==> src/rtl/hiphase_pkg.sv <==
package hiphase_pkg;

  typedef enum logic {
    MS_WAIT_RISE = 1'b0,
    MS_OPEN      = 1'b1
  } meas_state_e;

endpackage

==> src/rtl/hiphase_sync.sv <==
module hiphase_sync #(
  parameter int STAGES = 2
) (
  input  logic clk,
  input  logic rst,
  input  logic sig_in,
  output logic rise_evt,
  output logic fall_evt
);

  logic [STAGES-1:0] chain_q;
  logic              prev_q;

  generate
    for (genvar g = 0; g < STAGES; g++) begin : g_stage
      if (g == 0) begin : g_first
        always_ff @(posedge clk) begin
          if (rst) chain_q[g] <= 1'b0;
          else     chain_q[g] <= sig_in;
        end
      end else begin : g_next
        always_ff @(posedge clk) begin
          if (rst) chain_q[g] <= 1'b0;
          else     chain_q[g] <= chain_q[g-1];
        end
      end
    end
  endgenerate

  always_ff @(posedge clk) begin
    if (rst) prev_q <= 1'b0;
    else     prev_q <= chain_q[STAGES-1];
  end

  assign rise_evt = chain_q[STAGES-1] & ~prev_q;
  assign fall_evt = ~chain_q[STAGES-1] & prev_q;

  // an edge event lasts a single clock
  assert_rise_single_R2: assert property (@(posedge clk) disable iff (rst)
    rise_evt |=> !rise_evt);
  assert_fall_single_R2: assert property (@(posedge clk) disable iff (rst)
    fall_evt |=> !fall_evt);

endmodule

==> src/rtl/hiphase_timebase.sv <==
module hiphase_timebase #(
  parameter int CNT_W    = 16,
  parameter int PRESCALE = 128
) (
  input  logic             clk,
  input  logic             rst,
  input  logic             en,
  output logic [CNT_W-1:0] count,
  output logic             tick,
  output logic             wrap
);

  localparam int PS_W = (PRESCALE > 1) ? $clog2(PRESCALE) : 1;
  localparam logic [PS_W-1:0] PS_LAST = PS_W'(PRESCALE - 1);

  logic [PS_W-1:0]  div_q;
  logic [CNT_W-1:0] count_q;

  assign tick  = en && (div_q == PS_LAST);
  assign wrap  = tick && (count_q == '1);
  assign count = count_q;

  always_ff @(posedge clk) begin
    if (rst) begin
      div_q <= '0;
    end else if (en) begin
      div_q <= tick ? '0 : div_q + PS_W'(1);
    end
  end

  always_ff @(posedge clk) begin
    if (rst)       count_q <= '0;
    else if (tick) count_q <= count_q + CNT_W'(1);
  end

  // the counter steps by one on a tick and holds otherwise
  assert_step_on_tick_R1: assert property (@(posedge clk) disable iff (rst)
    tick |=> (count_q == CNT_W'($past(count_q) + CNT_W'(1))));
  assert_hold_between_R1: assert property (@(posedge clk) disable iff (rst)
    !tick |=> $stable(count_q));
  assert_rollover_to_zero_R1: assert property (@(posedge clk) disable iff (rst)
    wrap |=> (count_q == '0));

endmodule

==> src/rtl/hiphase_capture.sv <==
module hiphase_capture
  import hiphase_pkg::*;
#(
  parameter int CNT_W = 16,
  parameter int EXT_W = 16
) (
  input  logic                   clk,
  input  logic                   rst,
  input  logic                   en,
  input  logic                   ack,
  input  logic                   rise_evt,
  input  logic                   fall_evt,
  input  logic [CNT_W-1:0]       count,
  input  logic                   wrap,
  output logic [CNT_W+EXT_W-1:0] width,
  output logic                   valid,
  output logic                   ovf_err
);

  localparam int RES_W = CNT_W + EXT_W;

  meas_state_e      state_q;
  logic [CNT_W-1:0] rise_cap_q;
  logic [EXT_W-1:0] ext_q;
  logic             ovf_pend_q;
  logic [RES_W-1:0] width_q;
  logic             valid_q;
  logic             err_q;

  // named events for the checks below
  logic accept_rise;
  logic close_meas;
  logic count_wrap;
  logic ext_full;

  assign accept_rise = en && (state_q == MS_WAIT_RISE) && rise_evt && !valid_q;
  assign close_meas  = en && (state_q == MS_OPEN) && fall_evt;
  assign count_wrap  = en && (state_q == MS_OPEN) && !fall_evt && wrap;
  assign ext_full    = (ext_q == '1);

  // Elapsed ticks from two samples and the rollovers counted between them.
  function automatic logic [RES_W-1:0] span_ticks(
    input logic [CNT_W-1:0] fall_v,
    input logic [CNT_W-1:0] rise_v,
    input logic [EXT_W-1:0] rolls
  );
    logic [CNT_W-1:0] diff;
    logic [EXT_W-1:0] whole;
    diff  = fall_v - rise_v;
    whole = (fall_v < rise_v) ? rolls - EXT_W'(1) : rolls;
    return {whole, diff};
  endfunction

  always_ff @(posedge clk) begin
    if (rst) begin
      state_q    <= MS_WAIT_RISE;
      rise_cap_q <= '0;
      ext_q      <= '0;
      ovf_pend_q <= 1'b0;
      width_q    <= '0;
      valid_q    <= 1'b0;
      err_q      <= 1'b0;
    end else begin
      if (ack) begin
        valid_q <= 1'b0;
        err_q   <= 1'b0;
      end
      if (!en) begin
        state_q    <= MS_WAIT_RISE;
        ext_q      <= '0;
        ovf_pend_q <= 1'b0;
      end else if (accept_rise) begin
        rise_cap_q <= count;
        ext_q      <= wrap ? EXT_W'(1) : '0;
        ovf_pend_q <= 1'b0;
        state_q    <= MS_OPEN;
      end else if (close_meas) begin
        width_q    <= ovf_pend_q ? '1 : span_ticks(count, rise_cap_q, ext_q);
        err_q      <= ovf_pend_q;
        valid_q    <= 1'b1;
        ext_q      <= '0;
        ovf_pend_q <= 1'b0;
        state_q    <= MS_WAIT_RISE;
      end else if (count_wrap) begin
        if (ext_full) ovf_pend_q <= 1'b1;
        else          ext_q      <= ext_q + EXT_W'(1);
      end
    end
  end

  assign width   = width_q;
  assign valid   = valid_q;
  assign ovf_err = err_q;

  // no rollovers are held outside an open measurement
  assert_idle_count_clear_R3: assert property (@(posedge clk) disable iff (rst)
    (state_q == MS_WAIT_RISE) |-> (ext_q == '0));
  // a borrowed difference always has a counted rollover to absorb it
  assert_borrow_backed_R4: assert property (@(posedge clk) disable iff (rst)
    (close_meas && (count < rise_cap_q)) |-> (ext_q != '0 || ovf_pend_q));
  // a pending result is held until acknowledged
  assert_result_held_R6: assert property (@(posedge clk) disable iff (rst)
    (valid_q && !ack) |=> (valid_q && $stable(width_q)));
  // a rise during a pending result leaves the rising sample alone
  assert_rise_ignored_R7: assert property (@(posedge clk) disable iff (rst)
    (valid_q && rise_evt) |=> ($stable(rise_cap_q) && state_q == MS_WAIT_RISE));
  // the error flag only accompanies a pending result
  assert_no_overflow_R8: assert property (@(posedge clk) disable iff (rst)
    err_q |-> valid_q);

endmodule

==> src/rtl/hiphase_meter.sv <==
module hiphase_meter #(
  parameter int CNT_W       = 16,
  parameter int EXT_W       = 16,
  parameter int PRESCALE    = 128,
  parameter int SYNC_STAGES = 2
) (
  input  logic                   clk,
  input  logic                   rst,
  input  logic                   en,
  input  logic                   sig_in,
  input  logic                   ack,
  output logic [CNT_W+EXT_W-1:0] width_out,
  output logic                   valid_out,
  output logic                   ovf_err_out
);

  logic             rise_evt;
  logic             fall_evt;
  logic [CNT_W-1:0] tb_count;
  logic             tb_tick;
  logic             tb_wrap;

  hiphase_sync #(
    .STAGES (SYNC_STAGES)
  ) u_sync (
    .clk      (clk),
    .rst      (rst),
    .sig_in   (sig_in),
    .rise_evt (rise_evt),
    .fall_evt (fall_evt)
  );

  hiphase_timebase #(
    .CNT_W    (CNT_W),
    .PRESCALE (PRESCALE)
  ) u_timebase (
    .clk   (clk),
    .rst   (rst),
    .en    (en),
    .count (tb_count),
    .tick  (tb_tick),
    .wrap  (tb_wrap)
  );

  hiphase_capture #(
    .CNT_W (CNT_W),
    .EXT_W (EXT_W)
  ) u_capture (
    .clk      (clk),
    .rst      (rst),
    .en       (en),
    .ack      (ack),
    .rise_evt (rise_evt),
    .fall_evt (fall_evt),
    .count    (tb_count),
    .wrap     (tb_wrap),
    .width    (width_out),
    .valid    (valid_out),
    .ovf_err  (ovf_err_out)
  );

  // a rollover only happens on a prescaler tick
  assert_wrap_on_tick_R1: assert property (@(posedge clk) disable iff (rst)
    tb_wrap |-> tb_tick);

endmodule

==> config.mk <==
export PLATFORM = sky130hd
export DESIGN_NAME = hiphase_meter
export DESIGN_NICKNAME = d
export VERILOG_FILES = /design/src/rtl/hiphase_pkg.sv /design/src/rtl/hiphase_sync.sv /design/src/rtl/hiphase_timebase.sv /design/src/rtl/hiphase_capture.sv /design/src/rtl/hiphase_meter.sv
export SDC_FILE = /design/constraint.sdc
export NUM_CORES = 1
export LEC_CHECK = 0
export ABC_AREA = 1
export ABC_CLOCK_PERIOD_IN_PS = 2300
export CELL_PAD_IN_SITES_DETAIL_PLACEMENT = 1
export CELL_PAD_IN_SITES_GLOBAL_PLACEMENT = 2
export CORE_MARGIN = 3
export CORE_UTILIZATION = 31
export CTS_BUF_LIST = sky130_fd_sc_hd__clkbuf_16
export DETAILED_ROUTE_END_ITERATION = 8
export PLACE_DENSITY_LB_ADDON = 0.3
export SYNTH_ARGS = -nofsm -noshare
export SYNTH_HDL_FRONTEND = slang
export SYNTH_HIERARCHICAL = 1
export SYNTH_SLANG_ARGS = --single-unit
==> constraint.sdc <==
create_clock -name clk -period 2.3 [get_ports clk]
set_clock_uncertainty 0.2 [all_clocks]
set_input_delay 0.23 -clock clk [delete_from_list [all_inputs] [get_ports clk]]
set_output_delay 0.23 -clock clk [all_outputs]
set_load 0.02 [all_outputs]
==> impl_metrics.ini, run 1 <==
[detailed_routing]
routed_wl_microns = 17500
routedWlPerCell_microns = 14.4
ant_nets = 0
drc = 0
viasPerCell = 4.69
drt_iter0_drc = 237
vias = 5708
first_pass_iters = 4

[min_path]
hold_class = input port to register
min_to = u_sync/chain_q[0]
hold_depth = 3
min_from = sig_in

[sta]
fmax_ghz = 0.450
fin_crit_ps = 2220
finalHoldViolCount = 0
slew_violations = 0
tns_ps = 0
hold_ws_ps = 197
relSlewSlack_pct = 67.0
fin_crit_sh_pct = 96.6
worst_pin_slew_ps = 495
setup_viol = 0

[critical_path]
r2r_setup_slack_ps = 80
crit_path_top_delay_cell = fa_2
r2r_start = u_timebase/count[0]
cp_max_fo = 5
reg2reg_to = u_capture/width[27]
path_buf_inv = 4
start_kind = register
required_ps = 2350
worstPathCellList = inv_2 > ha_4 > fa_2 > inv_2 > nand2_1 > nand2_2 > nand3_2 > nand2_4 > nand2_8 > clkbuf_16 > nand3_1 > nand3_1 > nand2_1 > inv_1
reg2reg_depth = 14
path_class = register to register
endpoint_kind = register
arrival_ps = 2270
cp_top_family = simple AND/OR/NAND/NOR gates
cpPeakStageDelay_ps = 400

[run]
max_cap_violations = 0

[final_layout]
final_common_cell = nand2_1
nNetsFinal = 1010
multi_input_area_sq_um = 3330
ff_latch_area_sq_um = 1890
num_antenna_cells = 0
drive_above_1_share_pct = 12.7
syn2layout_area_growth_pct = 23.6
fill_cells = 2375
final_cell_mix = nand2_1 (253), inv_1 (136), nor2_1 (100)

[synth]
synthFlopType = dfxtp_1
syn_area_per_cell_sq_um = 6.39
ys.warnings.count = 6
syn_area_sq_um = 5790
synthCells = 905
ys_seq_elements = 94
synth_edf_count = 0
yosysUniqueCellTypes = 39
synthArstFlopShare_pct = 0
seq_area_frac_synth_pct = 32.5
synth_nets = 931

[power_and_ir_drop]
p_int_w = 0.00255
power.total_w = 0.00350
cellPowerDensity_nw_per_um2 = 490
peakVddDrop_mv = 0.346
leakagePower_nw = 3.28
p_seq_share_pct = 47.1
pwr-share-comb_pct = 13.6
pwr-share-clk_pct = 39.3
switching_share_pct = 27.1
p_sw_w = 0.000949

[grt]
grt_usage_pct = 17.8
overflow = 0
grt_max_degree = 49
grt_pass1_wl_microns = 29400
antenna_found_initial = 0
grt_pass1_vias = 5798

[placed_design]
gp_congestion = 0.828
io_buffers = 38
dp_hpwl_microns = 13600

[clocking]
cts_root_buf = clkbuf_16
cts_sinks = 94
clock_latency_ps = 350
cts_buffers = 9
htree_num_levels = 3
cts_max_path_buffers = 2
clkTransAtPathRegs_ps = 70
cts_tree = yes

[floorplan]
die_h_microns = 143
io_pins = 39
core_area_sq_um = 18100
die_area_sq_um = 20300
initial_core_util_pct = 31.9
row_count = 49
die_x_microns = 143

[run_status]
status = complete, no violations
-- power by group through the flow --
stage	Sequential, W	Combinational [W]	Clock (W)
CTS	0.00165	0.000415	0.00144
floorplan	0.00169	0.000284	0
finish	0.00165	0.000475	0.00138
detailed placement	0.00169	0.000412	0
global placement	0.00169	0.000408	0
global route	0.00165	0.000540	0.00149
-- synthesized netlist by cell type (2+ instances only) --
cell type	n	area, sq um
ha_1	20	250
clkbuf_1	10	37.5
buf_6	3	33.8
inv_2	7	26.3
o21bai_1	7	52.6
nor2_1	102	383
xor2_1	11	96.3
nand2_2	6	37.5
nand2_1	254	953
o21ai_1	2	10.0
dfxtp_1	94	1880
buf_2	4	20.0
o21ai_0	39	195
nor3_2	2	20.0
nor2_2	5	31.3
o21a_1	22	165
buf_4	4	30.0
nand3_1	71	355
and2_1	3	18.8
nor3_1	9	45.0
o21ai_2	6	52.6
nor2_4	9	101
nand4_1	8	50.1
a21oi_1	54	270
nand2_4	3	33.8
inv_1	137	514
-- worst max path at each step --
stage                          end  cells after the start           startpoint  slack [ps]
5_1_grt        u_capture/ext_q[10]                     14  u_timebase/count[0]         -40
3_3_place_gp    u_capture/ext_q[8]                     14                   en         -90
4_1_cts        u_capture/width[19]                     14  u_timebase/count[0]          10
6_report       u_capture/width[27]                     14  u_timebase/count[0]          80
2_1_floorplan  u_capture/width[29]                     14  u_timebase/count[0]         170
3_5_place_dp    u_capture/ext_q[8]                     14                   en        -200
-- registers in the layout, indices dropped and copies added (netlist names) --
name and flops:
u_capture/width 32, u_capture/state_q 1, u_capture/valid 1, u_timebase/div_q 7, u_sync/prev_q 1, u_timebase/count 16
u_sync/chain_q 2, u_capture/ovf_err 1, u_capture/rise_cap_q 16, u_capture/ovf_pend_q 1, u_capture/ext_q 16
-- final cells by class --
| type | count | share of cell area (%) |
|---|---|---|
| Inverter | 146 | 7.73 |
| Clock buffer | 9 | 3.15 |
| Multi-Input combinational cell | 642 | 46.6 |
| Clock inverter | 7 | 0.472 |
| Tap cell | 229 | 4.01 |
| Sequential cell | 94 | 26.4 |
| Timing Repair Buffer | 91 | 11.7 |
-- through the flow --
step	std cells	setup slack, ps	util [%]	area [sq um]
floorplan	905	167	-	5790
global placement	1195	-93.0	36.9	6690
detailed placement	1195	-200	36.9	6690
CTS	1211	13.1	38.4	6960
global route	1218	-41.1	39.4	7150
finish	1218	79.0	39.4	7150
-- logic make-up (layout without fill, tap and decap cells) --
kind of cell               count (synthesis)  in the layout  synth area share [%]
AOI/OAI and AO/OA                        133            133                  13.5
adders and majority gates                 21             21                  4.67
xor gates and xnor gates                  11             11                  1.67
DFF                                       94             94                  32.5
buffers and inverters                    169            253                  11.8
and+or+nand+nor                          477            477                  35.9
-- layer usage --
layer  part of all wire [%]  up-vias  global-route usage, %
li1                       -     2993                      -
met1                     54     2643                   26.7
met2                     42       58                   26.6
met3                    3.3       14                   2.51
met4                    1.2        0                   4.95
met5                      0        -                      0
-- repair_timing --
item | in CTS | in global routing
resized for setup | 5 | 28
hold buffers | 0 | 0
setup endpoints to repair | 30 | 34
cloned | 0 | 1
pin swaps | 1 | 12
setup buffers | 0 | 6
-- worst reg2reg max path, cell delays in order, from the launching register on --
cell and delay (ps):
dfxtp_4 370, inv_2 60, ha_4 160, fa_2 400, inv_2 70, nand2_1 60
nand2_2 70, nand3_2 90, nand2_4 110, nand2_8 90, clkbuf_16 170, nand3_1 80
nand3_1 80, nand2_1 70, inv_1 30
Power figures use the tool's default switching activity.
==> inputs of run 2 (changes only) <==
SLEW_MARGIN = 15   (was unset)
==> results of run 2 <==
The final DEF is identical to that of run 1; final timing and power are the same.
==> inputs of run 3 (changes only) <==
CTS_CLUSTER_SIZE = 8   (was unset)
==> results of run 3 <==
The final DEF is identical to that of run 1; final timing and power are the same.
